==> src/rtl/exc_pkg.sv <==
package exc_pkg;
   localparam int unsigned CODE_W = 5;
   localparam logic [CODE_W-1:0] CODE_NONE  = 5'd0;
   localparam logic [CODE_W-1:0] CODE_ADEL  = 5'd4;
   localparam logic [CODE_W-1:0] CODE_ADES  = 5'd5;
   localparam logic [CODE_W-1:0] CODE_SYS   = 5'd8;
   localparam logic [CODE_W-1:0] CODE_COPU  = 5'd11;
   localparam logic [CODE_W-1:0] CODE_OVF   = 5'd12;

   // fault source index == priority rank (0 highest)
   typedef enum logic [1:0] {
      SRC_COPU = 2'd0,
      SRC_SYS  = 2'd1,
      SRC_OVF  = 2'd2,
      SRC_ALGN = 2'd3
   } fault_src_e;
   localparam int unsigned NUM_SRC = 4;
endpackage

==> src/rtl/exc_align_check.sv <==
module exc_align_check #(
   parameter int unsigned XLEN   = 32,
   parameter int unsigned NSIZES = 3,
   parameter int unsigned SIZE_W = 2
) (
   input  logic [XLEN-1:0]   addr,
   input  logic [SIZE_W-1:0] size,
   input  logic              word_merge,
   output logic              misalign
);
   initial begin
      if (NSIZES < 1 || NSIZES > (1 << SIZE_W)) $error("NSIZES out of range");
      if (XLEN < (1 << (NSIZES - 1)) * 8) $error("XLEN too narrow for largest size");
   end

   logic [NSIZES-1:0] bad_by_size;

   generate
      for (genvar s = 0; s < NSIZES; s++) begin : g_size
         if (s == 0) begin : g_byte
            assign bad_by_size[s] = 1'b0;
         end else begin : g_wide
            assign bad_by_size[s] = |addr[s-1:0];
         end
      end
   endgenerate

   always_comb begin
      misalign = 1'b0;
      for (int i = 0; i < NSIZES; i++) begin
         if (size == SIZE_W'(i)) misalign = bad_by_size[i];
      end
      if (word_merge) misalign = 1'b0;
   end

   // a byte access can never report misalignment
   always_comb begin
      p_byte_never_r2: assert (!(size == '0 && misalign));
   end
endmodule

==> src/rtl/exc_fault_arbiter.sv <==
module exc_fault_arbiter
   import exc_pkg::*;
(
   input  logic [NUM_SRC-1:0] req,
   input  logic               is_store,
   output logic               fault,
   output logic [NUM_SRC-1:0] grant,
   output logic [CODE_W-1:0]  code
);
   logic [NUM_SRC-1:0] higher;

   generate
      for (genvar i = 0; i < NUM_SRC; i++) begin : g_rank
         if (i == 0) begin : g_top
            assign higher[i] = 1'b0;
         end else begin : g_low
            assign higher[i] = higher[i-1] | req[i-1];
         end
         assign grant[i] = req[i] & ~higher[i];
      end
   endgenerate

   assign fault = |req;

   always_comb begin
      code = CODE_NONE;
      unique case (1'b1)
         grant[SRC_COPU]: code = CODE_COPU;
         grant[SRC_SYS]:  code = CODE_SYS;
         grant[SRC_OVF]:  code = CODE_OVF;
         grant[SRC_ALGN]: code = is_store ? CODE_ADES : CODE_ADEL;
         default:         code = CODE_NONE;
      endcase
   end

   // at most one source wins, and one wins whenever any requests
   always_comb begin
      p_one_winner_r11: assert ($onehot0(grant) && ((|grant) == fault));
   end
endmodule

==> src/rtl/exc_state_regs.sv <==
module exc_state_regs
   import exc_pkg::*;
#(
   parameter int unsigned XLEN    = 32,
   parameter int unsigned PC_STEP = 4
) (
   input  logic              clk,
   input  logic              rst_n,
   input  logic              take,
   input  logic              take_addr,
   input  logic [XLEN-1:0]   pc,
   input  logic              in_ds,
   input  logic [CODE_W-1:0] code,
   input  logic [XLEN-1:0]   addr,
   output logic              redirect,
   output logic [XLEN-1:0]   epc_q,
   output logic [CODE_W-1:0] code_q,
   output logic              bd_q,
   output logic [XLEN-1:0]   bad_q
);
   logic [XLEN-1:0] epc_next;
   assign epc_next = in_ds ? (pc - XLEN'(PC_STEP)) : pc;

   always_ff @(posedge clk) begin
      if (!rst_n) begin
         epc_q    <= '0;
         code_q   <= CODE_NONE;
         bd_q     <= 1'b0;
         bad_q    <= '0;
         redirect <= 1'b0;
      end else begin
         redirect <= take;
         if (take) begin
            epc_q  <= epc_next;
            code_q <= code;
            bd_q   <= in_ds;
         end
         if (take && take_addr) bad_q <= addr;
      end
   end

   // no recorded fault, no redirect and no state change
   p_quiet_r12: assert property (@(posedge clk) disable iff (!rst_n)
      !take |=> (!redirect && $stable(epc_q) && $stable(code_q) && $stable(bd_q)));
   // saved address only moves on an alignment fault
   p_bad_hold_r6: assert property (@(posedge clk) disable iff (!rst_n)
      !(take && take_addr) |=> $stable(bad_q));
   // delay-slot flag follows the faulting instruction
   p_bd_r7: assert property (@(posedge clk) disable iff (!rst_n)
      take |=> (bd_q == $past(in_ds)));
endmodule

==> src/rtl/exc_capture_unit.sv <==
module exc_capture_unit
   import exc_pkg::*;
#(
   parameter int unsigned XLEN    = 32,
   parameter int unsigned NSIZES  = 3,
   parameter int unsigned PC_STEP = 4,
   parameter int unsigned COP_W   = 2
) (
   input  logic              clk,
   input  logic              rst_n,
   input  logic              ex_valid,
   input  logic [XLEN-1:0]   ex_pc,
   input  logic              ex_in_delay_slot,
   input  logic              mem_req,
   input  logic              mem_write,
   input  logic [1:0]        mem_size,
   input  logic              mem_word_merge,
   input  logic [XLEN-1:0]   mem_addr,
   input  logic              ovf_req,
   input  logic              syscall_req,
   input  logic              cop_req,
   input  logic [COP_W-1:0]  cop_num,
   input  logic              user_mode,
   input  logic              cu0_en,
   output logic              mem_kill,
   output logic              wb_kill,
   output logic              redirect,
   output logic [XLEN-1:0]   epc_q,
   output logic [CODE_W-1:0] cause_code_q,
   output logic              cause_bd_q,
   output logic [XLEN-1:0]   badvaddr_q
);
   localparam int unsigned SIZE_W = 2;

   initial begin
      if (PC_STEP == 0) $error("PC_STEP must be nonzero");
      if (COP_W < 1) $error("COP_W must be at least 1");
   end

   logic               misalign;
   logic               cop_unusable;
   logic [NUM_SRC-1:0] req;
   logic [NUM_SRC-1:0] grant;
   logic               any_fault;
   logic               take;
   logic [CODE_W-1:0]  code;

   exc_align_check #(
      .XLEN   (XLEN),
      .NSIZES (NSIZES),
      .SIZE_W (SIZE_W)
   ) align_i (
      .addr       (mem_addr),
      .size       (mem_size),
      .word_merge (mem_word_merge),
      .misalign   (misalign)
   );

   assign cop_unusable = cop_req && ((cop_num != '0) || (user_mode && !cu0_en));

   always_comb begin
      req           = '0;
      req[SRC_COPU] = cop_unusable;
      req[SRC_SYS]  = syscall_req;
      req[SRC_OVF]  = ovf_req;
      req[SRC_ALGN] = mem_req && misalign;
   end

   exc_fault_arbiter arb_i (
      .req      (req),
      .is_store (mem_write),
      .fault    (any_fault),
      .grant    (grant),
      .code     (code)
   );

   assign take     = ex_valid && any_fault;
   assign mem_kill = take;
   assign wb_kill  = take;

   exc_state_regs #(
      .XLEN    (XLEN),
      .PC_STEP (PC_STEP)
   ) regs_i (
      .clk       (clk),
      .rst_n     (rst_n),
      .take      (take),
      .take_addr (grant[SRC_ALGN]),
      .pc        (ex_pc),
      .in_ds     (ex_in_delay_slot),
      .code      (code),
      .addr      (mem_addr),
      .redirect  (redirect),
      .epc_q     (epc_q),
      .code_q    (cause_code_q),
      .bd_q      (cause_bd_q),
      .bad_q     (badvaddr_q)
   );

   // every redirect follows a cycle in which the instruction was killed
   p_kill_before_redirect_r8: assert property (@(posedge clk) disable iff (!rst_n)
      $rose(redirect) |-> $past(wb_kill && mem_kill));
   // an invalid slot never kills
   p_invalid_quiet_r13: assert property (@(posedge clk) disable iff (!rst_n)
      !ex_valid |-> (!mem_kill && !wb_kill));
   // saved PC is corrected for a delay slot
   p_epc_r7: assert property (@(posedge clk) disable iff (!rst_n)
      (ex_valid && any_fault) |=>
         (epc_q == ($past(ex_in_delay_slot) ? $past(ex_pc) - XLEN'(PC_STEP) : $past(ex_pc))));
   // coprocessor fault outranks everything
   p_copu_code_r10: assert property (@(posedge clk) disable iff (!rst_n)
      (ex_valid && cop_req && cop_num != '0) |=> (cause_code_q == CODE_COPU));
endmodule

==> config.mk <==
export PLATFORM = sky130hd
export DESIGN_NAME = exc_capture_unit
export DESIGN_NICKNAME = d
export VERILOG_FILES = /design/src/rtl/exc_pkg.sv /design/src/rtl/exc_align_check.sv /design/src/rtl/exc_fault_arbiter.sv /design/src/rtl/exc_state_regs.sv /design/src/rtl/exc_capture_unit.sv
export SDC_FILE = /design/constraint.sdc
export NUM_CORES = 1
export LEC_CHECK = 0
export BUFFER_PORTS_ARGS = -buffer_cell sky130_fd_sc_hd__buf_2
export CAP_MARGIN = 10
export CORE_MARGIN = 5
export CORE_UTILIZATION = 41
export DETAILED_ROUTE_END_ITERATION = 12
export PLACE_DENSITY = 0.84
export SYNTH_ARGS = -nofsm -noshare
export SYNTH_HDL_FRONTEND = slang
export SYNTH_SLANG_ARGS = --single-unit
==> constraint.sdc <==
create_clock -name clk -period 2.1 [get_ports clk]
set_input_delay 0.42 -clock clk [delete_from_list [all_inputs] [get_ports clk]]
set_output_delay 0.42 -clock clk [all_outputs]
set_load 0.01 [all_outputs]
== Yosys cells after proc, flatten, opt, wreduce, memory -nomap -nowiden ==
Cells that the tools add are included.

* Bits in registers: 71
* Bits of input ports: 80
* Logic and storage cells: 32

* $add $sub $neg: 1
* Eq/ne operators: 2
* Muxes and demuxes: 6
* Bitwise logic cells: 8
* Reductions and logical operators: 10

{| class="wikitable"
|+ Operator list
! cell !! count
|-
| $mux 32 || 1
|-
| $sub 32x3->32 const B || 1
|-
| $pmux 5 s4 || 1
|-
| $logic_and 1x1->1 || 5
|-
| $mux 1 || 4
|-
| $reduce_or 4->1 || 1
|-
| $and 1x1->1 || 3
|-
| $not 1->1 || 3
|-
| $eq 2x1->1 const B || 1
|-
| $eq 2x2->1 const B || 1
|-
| $or 1x1->1 || 2
|-
| $reduce_bool 2->1 || 1
|-
| $reduce_or 2->1 || 1
|-
| $logic_not 1->1 || 1
|-
| $logic_or 1x1->1 || 1
|}

== Longest topological paths before layout ==
Gate-level depths: netlist of run 1.

* Depth after elaboration: 9
* Gate-level depth with buffers: 7
* Mapped depth without buffers: 7

== Modules after synthesis ==
Synthesis of run 1 repeated with hierarchy kept, for this count alone.

* Cell total of the unflattened synthesis: 384
* Area, all modules: 3179.3 um^2

{| class="wikitable"
|+ Modules (own cells, without submodules)
! module !! instances !! cells an instance !! area each (um^2) !! seq. area each (um^2)
|-
| exc_state_regs || 1 || 361 || 3022.9 || 1421.4
|-
| exc_fault_arbiter || 1 || 14 || 90.1 || 0.0
|-
| exc_capture_unit || 1 || 5 || 35.0 || 0.0
|-
| exc_align_check || 1 || 4 || 31.3 || 0.0
|}

== Worst setup path after synthesis of run 1 ==
OpenSTA, ideal clock, no wires.

* Kind: input port to output port
* From: in mem_size[0]
* To: out wb_kill
* Arrival: 1.826 ns
* Data required time: 1.680 ns
* Setup slack: -0.146 ns
* Stages on the path: 6
* Path through: nor4bb_1 o2bb2ai_1 o41a_1 buf_2 buf_1 buf_4

* Word-level cells in the longest chain between the ends: 7
* Elaborated cells on any way between the ends: 8

{| class="wikitable"
|+ Ends and longest elaborated chain
! element !! RTL line !! RTL
|-
| from (decl) || exc_capture_unit.sv:16 || <nowiki>input logic [1:0] mem_size,</nowiki>
|-
| $eq 2x1->1 || exc_align_check.sv:31 || <nowiki>if (size == SIZE_W'(i)) misalign = bad_by_size[i];</nowiki>
|-
| $mux 1 || exc_align_check.sv:31 ||
|-
| $mux 1 * || exc_align_check.sv:31 ||
|-
| $mux 1 * || exc_align_check.sv:33 || <nowiki>if (word_merge) misalign = 1'b0;</nowiki>
|-
| $logic_and 1x1->1 * || exc_capture_unit.sv:66 || <nowiki>req[SRC_ALGN] = mem_req && misalign;</nowiki>
|-
| $reduce_or 4->1 * || exc_fault_arbiter.sv:23 || <nowiki>assign fault = |req;</nowiki>
|-
| $logic_and 1x1->1 * || exc_capture_unit.sv:77 || <nowiki>assign take = ex_valid && any_fault;</nowiki>
|-
| to (decl) || exc_capture_unit.sv:26 || <nowiki>output logic wb_kill,</nowiki>
|}

Mark *: on every way between the ends. The rest lies on a longest branch, timed or not.

== Worst setup path after layout of run 1 ==
* From: in user_mode
* To: out wb_kill

* Word-level cells in the longest chain between the ends: 5

{| class="wikitable"
|+ Ends and longest elaborated chain
! element !! RTL line !! RTL
|-
| from (decl) || exc_capture_unit.sv:23 || <nowiki>input logic user_mode,</nowiki>
|-
| $logic_and 1x1->1 || exc_capture_unit.sv:59 || <nowiki>assign cop_unusable = cop_req && ((cop_num != '0) || (user_mode && !cu0_en));</nowiki>
|-
| $logic_or 1x1->1 || exc_capture_unit.sv:59 ||
|-
| $logic_and 1x1->1 || exc_capture_unit.sv:59 ||
|-
| $reduce_or 4->1 || exc_fault_arbiter.sv:23 ||
|-
| $logic_and 1x1->1 || exc_capture_unit.sv:77 ||
|}

No other way between the ends.

==> impl_metrics.tcl, run 1 <==
set metrics [dict create \
    status "complete, no violations" \
    synth_edf_count 0 \
    crit_chain "buf_2 -> nor2b_1 -> o31a_1 -> o41a_2 -> buf_2" \
    numClockSinks 70 \
    ant_nets 0 \
    multi_input_area_um2 1603 \
    worstPathRequired_ns 1.68 \
    synth-compound-area-share_pct 11.82 \
    seqCellArea_um2 1401 \
    final_min_period_over_clock_period_pct 94.56 \
    root_buffer "clkbuf_8" \
    drt_iter0_markers 57 \
    netlist_area_um2 3122 \
    drv_slew 0 \
    chipWidth_um 97.26 \
    clock_path_buffers 2 \
    vias 2996 \
    drive_gt1_share_pct 40.77 \
    ctsResizeCount 0 \
    hold_depth 3 \
    ys_seq_elements 70 \
    yosysSeqAreaShare_pct 44.89 \
    hold_path.class "in -> reg" \
    cpMaxStageDelayCell "o41a_2" \
    dieArea_um2 9460 \
    synth_fa_ha_area_share_pct 0.4008 \
    yosysTopAreaCell "dfxtp_1" \
    fin_hold_ws_ns 0.3143 \
    start_kind "input port" \
    clkSlewWorstSetupHoldPaths_ns 0.08 \
    drc_errors 0 \
    yosysTopAreaCellShare_pct 44.89 \
    crit_fanout 6 \
    max_freq_mhz 503.6 \
    async_flop_share_pct 0 \
    synthXorXnorAreaFrac_pct 7.856 \
    grt_pass1_wl_um 14280 \
    cellLeakagePower_uw 0.002174 \
    io_buffers 151 \
    cpLargestDelayFamily "compound AO/OA/AOI/OAI gates" \
    worstSetupEndpointType "primary output" \
    path_class "in -> out" \
    reg2regPathDepth 2 \
    routed_via_density 5.061 \
    synthCells 329 \
    synth_ff_type "dfxtp_1" \
    area_growth_pct 37.11 \
    htree_levels 3 \
    numCtsBuffers 9 \
    ir_drop_mv 0.3690 \
    drt_wl_total_um 8622 \
    yosys.area_share.simple_pct 19.24 \
    avgSynthCellArea_um2 9.489 \
    rsz0062_at_grt "no" \
    power_density_nw_per_um2 706.4 \
    setup_violations 0 \
    drt_pass1_iterations 4 \
    place_inst 576 \
    num_rows 31 \
    place.detailed.hpwl_um 6620 \
    synth_top_family_by_area "simple AND/OR/NAND/NOR gates" \
    io_pins 153 \
    gp_congestion 0.8142 \
    core_um2 7331 \
    grt_overflow 0 \
    diodes 0 \
    yosys-mux-area-fraction_pct 11.86 \
    worstMarginPinSlew_ns 0.5252 \
    synth_area_leaders "dfxtp_1 45%, mux2i_1 12%, nor2_1 6.4%" \
    avgRoutedWirePerCell_um 14.56 \
    grt_max_degree 49 \
    antenna_found_initial 0 \
    fillers 654 \
    ys_warn_count 0 \
    finalNetCount 569 \
    crit_arrival_ns 1.57 \
    grt_use_total_pct 18.04 \
    setup_ws_ns 0.1142 \
    cts_setup_buffers 0 \
    fp.dieH_um 97.26 \
    clock_latency_ns 0.33 \
    final_cells 592 \
    drv_cap 0 \
    min_period_ns 1.986 \
    cp.depth 5 \
    cts_tree "done" \
    ctsHoldBuffers 0 \
    grt_pass1_vias 3079 \
    critPathMaxStageDelay_ns 0.49 \
    initial_utilization_pct 42.58 \
    dpl_worst_slack_ns -0.1319 \
    skew_ns 0 \
    crit_buf_inv 2 \
    crit_top_cell "buf_2" \
    finalHoldViolations 0 \
    synth_cell_types 46 \
    synth_fp_nets 410 \
    max_slew_margin_pct 64.66 \
]
-- power breakdown --
group          internal (uW)  switching, uW  total (uW)
Combinational            184            219         403
Sequential              1390           28.2        1410
Clock                    697            509        1210
-- sequential cells by signal, indices dropped and copies added (netlist names) --
name / cells
regs_i.bad_q: 32
regs_i.epc_q: 32
regs_i.code_q: 4
regs_i.bd_q: 1
regs_i.redirect: 1
-- metrics by stage --
step / util, % / cell area, um^2 / setup TNS [ns] / power [uW]
2_1_floorplan: - / 3123 / 0 / 1634
3_3_place_gp: 55.35 / 4058 / -0.6020 / 1834
3_5_place_dp: 55.35 / 4058 / -1.078 / 1848
4_1_cts: 58.39 / 4280 / 0 / 3059
5_1_grt: 58.39 / 4280 / 0 / 3159
6_report: 58.39 / 4280 / 0 / 3024
-- layout make-up --
cell class / count / area share (%)
flip-flops and latches: 70 / 32.74
well taps: 99 / 2.894
multi-input cells: 232 / 37.45
clock inverters: 6 / 1.988
inverters: 5 / 0.4385
repair buffers: 170 / 21.28
clock buffers: 10 / 3.215
-- cells in the final DEF (no fill, tap or decap), types with 4 or more instances in the layout --
| cell | instances |
|---|---|
| mux2i_1 | 37 |
| nor4_1 | 4 |
| clkbuf_8 | 10 |
| nor3_1 | 6 |
| buf_2 | 151 |
| buf_4 | 18 |
| xor2_1 | 9 |
| nor2_1 | 53 |
| xnor2_1 | 19 |
| inv_1 | 5 |
| a211oi_1 | 7 |
| o21ai_0 | 23 |
| a21oi_1 | 23 |
| dfxtp_1 | 70 |
| nand2_1 | 7 |
| or3_1 | 5 |
-- worst min-delay path, delay by kind of cell --
kind                   cells  cell delay [ns]
buffers and inverters      1             0.08
and+or+nand+nor            1             0.07
muxes                      1             0.05
-- final timing paths --
kind,from,to,slack [ns]
max,user_mode,wb_kill,0.11
min,mem_addr[14],regs_i.bad_q[14],0.31
max reg2reg,regs_i.epc_q[10],regs_i.epc_q[10],1.35
min reg2reg,regs_i.code_q[2],regs_i.code_q[2],0.45
-- logic make-up after synthesis --
| logic type | count (synthesis) |
|---|---|
| AND/OR/NAND/NOR | 102 |
| XOR/XNOR | 28 |
| AO/OA/AOI/OAI | 63 |
| adder cells (fa/ha/maj) | 1 |
| multiplexers | 37 |
| flip-flops | 70 |
| other | 1 |
| buffers and inverters | 27 |
-- routing by layer --
metal,track usage [%],vias to the layer above,part of all wire (%)
met4,6.390,0,1.6
met1,20.26,1406,41
met3,5.599,14,7.1
li1,-,1477,-
met5,0,-,0
met2,32.11,99,50
-- cell usage after synthesis, types with 3 or more instances --
cell      number
nand2_1        7
nor4_1         4
a21oi_1       23
clkbuf_1      12
o21ai_0       23
xor2_1         9
buf_1          5
nor4_2         3
dfxtp_1       70
a211oi_1       7
or3_1          5
mux2i_1       37
nor4_4         3
nor3_1         6
nor2_1        53
inv_1          5
xnor2_1       19
Note: power is estimated with default switching activity, not from simulation.
==> run 2: changes to the inputs <==
CORE_MARGIN = 2   (was 5)
CORE_UTILIZATION = 42   (was 41)
PLACE_DENSITY = 0.86   (was 0.84)
SYNTH_HIERARCHICAL = 1   (was not set)
==> run 2 against run 1 <==
Against the previous run: cell count rose by 8.4%; critical endpoint is now mem_kill; utilization is 1.5 points higher; register-to-register slack improved by 0.02 ns; clock skew did not move; clock power decreased by 18%; largest cell class unchanged; die area fell by 13%.
==> impl_metrics.tcl, run 2 <==
set metrics [dict create \
    cts_tree "done" \
    drt_wl_total_um 8509 \
    rsz0062_at_grt "no" \
    fillers 675 \
    max_slew_margin_pct 62.41 \
    reg.largest.list "regs_i/bad_q: 32 flops, regs_i/epc_q: 32 flops, regs_i/code_q: 5 flops" \
    layout.cells.most_common "buf_2" \
    ctsHoldBuffers 0 \
    start_kind "input port" \
    status "complete, no violations" \
    min_period_ns 2.040 \
    drv_slew 0 \
    drt_pass1_iterations 4 \
    worstSetupEndpointType "primary output" \
    p_sw_share_pct 27.40 \
    reg2reg_to "regs_i/epc_q[8]" \
    ys_warn_count 6 \
    worstPathRequired_ns 1.68 \
    num_rows 31 \
    grt_max_degree 38 \
    finalHoldViolations 0 \
    io_pins 153 \
    drc_errors 0 \
    clkSlewWorstSetupHoldPaths_ns 0.08 \
    ir_drop_mv 0.3428 \
    synth_fp_nets 462 \
    clockPowerShare_pct 34.8 \
    worstMarginPinSlew_ns 0.5633 \
    drive_gt1_share_pct 38.31 \
    final_cell_mix "152 x buf_2, 74 x nand2_1, 71 x dfxtp_1" \
    avgSynthCellArea_um2 8.289 \
    core_um2 7253 \
    numCtsBuffers 9 \
    intPower_uw 2066 \
    grt_pass1_vias 3157 \
    grt_use_total_pct 20.55 \
    pwr-share-seq_pct 50.3 \
    crit_end "mem_kill" \
    setup_violations 0 \
    final_min_period_over_clock_period_pct 97.12 \
    drv_cap 0 \
    max_freq_mhz 490.3 \
    synthCells 381 \
    place.detailed.hpwl_um 6504 \
    avgRoutedWirePerCell_um 13.25 \
    root_buffer "clkbuf_8" \
    area_growth_pct 37.52 \
    chipWidth_um 90.71 \
    numClockSinks 71 \
    grt_overflow 0 \
    crit_arrival_ns 1.62 \
    initial_utilization_pct 43.54 \
    routed_via_density 5.143 \
    gp_congestion 0.8457 \
    r2r_start "regs_i/epc_q[8]" \
    reg2reg_slack_ns 1.37 \
    final_cells 642 \
    finalNetCount 619 \
    antenna_found_initial 0 \
    htree_levels 3 \
    hp-start "mem_addr[18]" \
    crit_path_start "user_mode" \
    netlist_area_um2 3158 \
    clock_path_buffers 2 \
    fin_area_um2 4343 \
    ant_nets 0 \
    drt_iter0_markers 100 \
    netSwitchingPower_uw 779.7 \
    place_inst 625 \
    grt_pass1_wl_um 13970 \
    io_buffers 152 \
    path_class "in -> out" \
    diodes 0 \
    reg2regPathDepth 2 \
    hold_path.class "in -> reg" \
    clock_latency_ns 0.33 \
    place_area_um2 4153 \
    vias 3302 \
    skew_ns 0 \
    fp.dieH_um 90.71 \
    dieArea_um2 8228 \
    p_comb_share_pct 14.9 \
    hold_depth 3 \
    cellLeakagePower_uw 0.001899 \
    crit_fanout 3 \
    power_density_nw_per_um2 655.2 \
]
run 2: cell count changes in the layout (fill, tap and decap cells not counted), moves of 5 or more:
cell,delta
a211oi_1,-7
a211oi_2,+5
a21oi_1,+15
a31oi_1,+14
mux2i_1,-28
nand2_1,+67
nor2_1,-28
o21ai_0,-6
o21ai_1,+10
o31ai_1,+8
or4_1,+9
xnor2_1,-15
run 2: what timing repair did:
action                     4_1_cts  5_1_grt
resized for setup                0        0
buffers inserted                 1        0
setup endpoints to repair        2        0
run 2: how the worst min path moves through the flow:
| stage | endpoint | slack, ns |
|---|---|---|
| global placement | regs_i/bad_q[19] | 0.44 |
| detailed placement | regs_i/bad_q[25] | 0.44 |
| global route | regs_i/bad_q[9] | 0.30 |
| finish | regs_i/bad_q[18] | 0.32 |
| floorplan | regs_i/bad_q[0] | 0.48 |
| CTS | regs_i/bad_q[9] | 0.30 |
run 2: final cells by class:
cell class	instances	area (um^2)	area share (%)
well taps	99	123.9	2.852
repair buffers	174	975.9	22.47
clock buffers	10	137.6	3.169
inverters	5	18.77	0.4322
flip-flops and latches	71	1421	32.73
clock inverters	6	45.04	1.037
multi-input cells	277	1620	37.31
run 2: metrics by stage:
step           hold WS (ns)  total power (uW)  util, %  setup TNS [ns]  worst slack [ns]
2_1_floorplan        0.4805              1682        -          -3.455          -0.09827
3_3_place_gp         0.4392              1872    57.25      -0.0001179        -0.0001179
3_5_place_dp         0.4437              1885    57.25          -1.360           -0.1174
4_1_cts              0.3026              2876    59.88               0           0.05691
5_1_grt              0.2950              2986    59.88               0           0.01479
6_report             0.3220              2845    59.88               0           0.06050
run 2: layer usage:
layer | vias to the layer above | global-route usage, % | routed length (um)
li1 | 1657 | - | -
met1 | 1521 | 23.86 | 3486
met2 | 109 | 36.50 | 4352
met3 | 15 | 4.341 | 522
met4 | 0 | 8.462 | 148
met5 | - | 0 | 0
run 2: power groups by stage:
stage | clock network, uW | registers, uW | logic (uW)
CTS | 1020 | 1430 | 426
finish | 990 | 1430 | 424
global route | 1080 | 1440 | 464
floorplan | 0 | 1490 | 191
detailed placement | 0 | 1460 | 423
global placement | 0 | 1460 | 411
run 2: worst max-delay path: stages:
cell and delay [ns]:
buf_2 0.09, nor2b_1 0.11, o31a_1 0.25, or3_4 0.33
nand2b_4 0.14, and2_4 0.13, buf_2 0.14
==> run 3: changes to the inputs <==
==> constraint.sdc (replaced) <==
create_clock -name clk -period 2.1 [get_ports clk]
set_input_delay 0.21 -clock clk [delete_from_list [all_inputs] [get_ports clk]]
set_output_delay 0.21 -clock clk [all_outputs]
set_load 0.01 [all_outputs]
==> run 3 against run 2 <==
Against the previous run: first-iteration DRC count rose by 1.0%; wire length increased by 1.2%; power is 8.2% higher; hold slack got worse by 0.23 ns; global-route usage up 0.50 points; largest power group unchanged; highest routed layer unchanged.
==> impl_metrics.tcl, run 3 (synthesized netlist as in run 2, its figures left out) <==
set metrics [dict create \
    clkSlewWorstSetupHoldPaths_ns 0.09 \
    max_freq_mhz 574.1 \
    setup_violations 0 \
    status "complete, no violations" \
    routed_via_density 5.130 \
    skew_ns 0 \
    num_rows 31 \
    finalNetCount 615 \
    drc_errors 0 \
    power_density_nw_per_um2 709.2 \
    crit_end "regs_i/epc_q[15]" \
    layout.cells.most_common "buf_2" \
    netSwitchingPower_uw 796.5 \
    clock_path_buffers 2 \
    grt_use_total_pct 21.05 \
    core_um2 7253 \
    dieArea_um2 8228 \
    reg.largest.list "regs_i/bad_q: 32 flops, regs_i/epc_q: 32 flops, regs_i/code_q: 5 flops" \
    reg2regPathDepth 2 \
    start_kind "input port" \
    ant_nets 0 \
    grt_max_degree 33 \
    intPower_uw 2282 \
    seqCellArea_um2 1421 \
    crit_arrival_ns 1.97 \
    place_area_um2 4116 \
    vias 3273 \
    p_comb_share_pct 13.7 \
    cts_setup_buffers 0 \
    ctsResizeCount 0 \
    place.detailed.hpwl_um 6528 \
    finalHoldViolations 0 \
    drv_slew 0 \
    hp-start "mem_addr[11]" \
    final_min_period_over_clock_period_pct 82.95 \
    crit_path_start "user_mode" \
    min_period_ns 1.742 \
    cellLeakagePower_uw 0.001908 \
    fillers 656 \
    clockPowerShare_pct 39.8 \
    grt_overflow 0 \
    reg2reg_slack_ns 1.38 \
    grt_pass1_wl_um 14240 \
    drt_pass1_iterations 4 \
    worstPathRequired_ns 2.33 \
    antenna_found_initial 0 \
    gp_congestion 0.7870 \
    place_inst 622 \
    r2r_start "regs_i/epc_q[28]" \
    io_pins 153 \
    drt_wl_total_um 8611 \
    setup_ws_ns 0.3580 \
    dpl_worst_slack_ns 0.04263 \
    hold_path.class "in -> reg" \
    io_buffers 152 \
    drt_iter0_markers 101 \
    avgRoutedWirePerCell_um 13.50 \
    initial_utilization_pct 43.54 \
    drv_cap 0 \
    numCtsBuffers 9 \
    p_sw_share_pct 25.88 \
    htree_levels 3 \
    path_class "in -> reg" \
    multi_input_area_um2 1594 \
    rsz0062_at_grt "no" \
    area_growth_pct 37.44 \
    chipWidth_um 90.71 \
    fp.dieH_um 90.71 \
    final_cell_mix "152 x buf_2, 74 x nand2_1, 71 x dfxtp_1" \
    drive_gt1_share_pct 36.92 \
    final_core_util_pct 59.84 \
    worstSetupEndpointType "flip-flop" \
    root_buffer "clkbuf_8" \
    grt_pass1_vias 3145 \
    clock_latency_ns 0.33 \
    ctsHoldBuffers 0 \
    cts_tree "done" \
    ir_drop_mv 0.3648 \
    crit_fanout 24 \
    reg2reg_to "regs_i/epc_q[28]" \
    diodes 0 \
    final_cells 638 \
    fin_area_um2 4340 \
    pwr-share-seq_pct 46.6 \
    numClockSinks 71 \
]
run 3: routing by layer:
| metal | global-route usage, % | wire (um) | vias to the layer above | part of all wire (%) |
|---|---|---|---|---|
| li1 | - | - | 1651 | - |
| met1 | 25.33 | 3634 | 1504 | 42 |
| met2 | 36.01 | 4289 | 103 | 50 |
| met3 | 4.090 | 501 | 15 | 5.8 |
| met4 | 10.00 | 186 | 0 | 2.2 |
| met5 | 0 | 0 | - | 0 |
run 3: cell type report:
| type | instances | area share [%] |
|---|---|---|
| inverter | 5 | 0.4324 |
| timing repair buffer | 170 | 22.08 |
| tap | 99 | 2.854 |
| clock buffer | 9 | 2.854 |
| sequential | 71 | 32.75 |
| multi-input combinational | 277 | 36.73 |
| clock inverter | 7 | 2.306 |
run 3: how the worst min path moves through the flow:
stage,to,slack (ns),cells after the start
after floorplan,regs_i/redirect,0.34,2
after global placement,regs_i/bad_q[9],0.44,2
after detailed placement,regs_i/bad_q[16],0.45,2
after CTS,regs_i/bad_q[19],0.08,3
after global routing,regs_i/bad_q[13],0.08,3
final,regs_i/bad_q[11],0.09,3
run 3: critical path, stage by stage:
cell,delay [ns]
buf_2,0.09
nor2b_1,0.11
o31a_1,0.26
or3_4,0.35
nand2b_4,0.14
and2_2,0.20
buf_12,0.17
buf_4,0.17
o21ai_0,0.20
a21oi_1,0.06
run 3: power by group through the flow:
stage	clock, uW	sequential (uW)	combinational, uW
2_1_floorplan	0	1490	169
3_3_place_gp	0	1460	407
3_5_place_dp	0	1460	421
4_1_cts	1260	1430	423
5_1_grt	1310	1440	463
6_report	1220	1430	421
run 3: through the flow:
stage	power (uW)	TNS, ns	hold slack, ns
3_3_place_gp	1869	0	0.4381
2_1_floorplan	1659	-0.1010	0.3392
5_1_grt	3211	0	0.07874
6_report	3078	0	0.09108
4_1_cts	3113	0	0.07516
3_5_place_dp	1884	0	0.4453
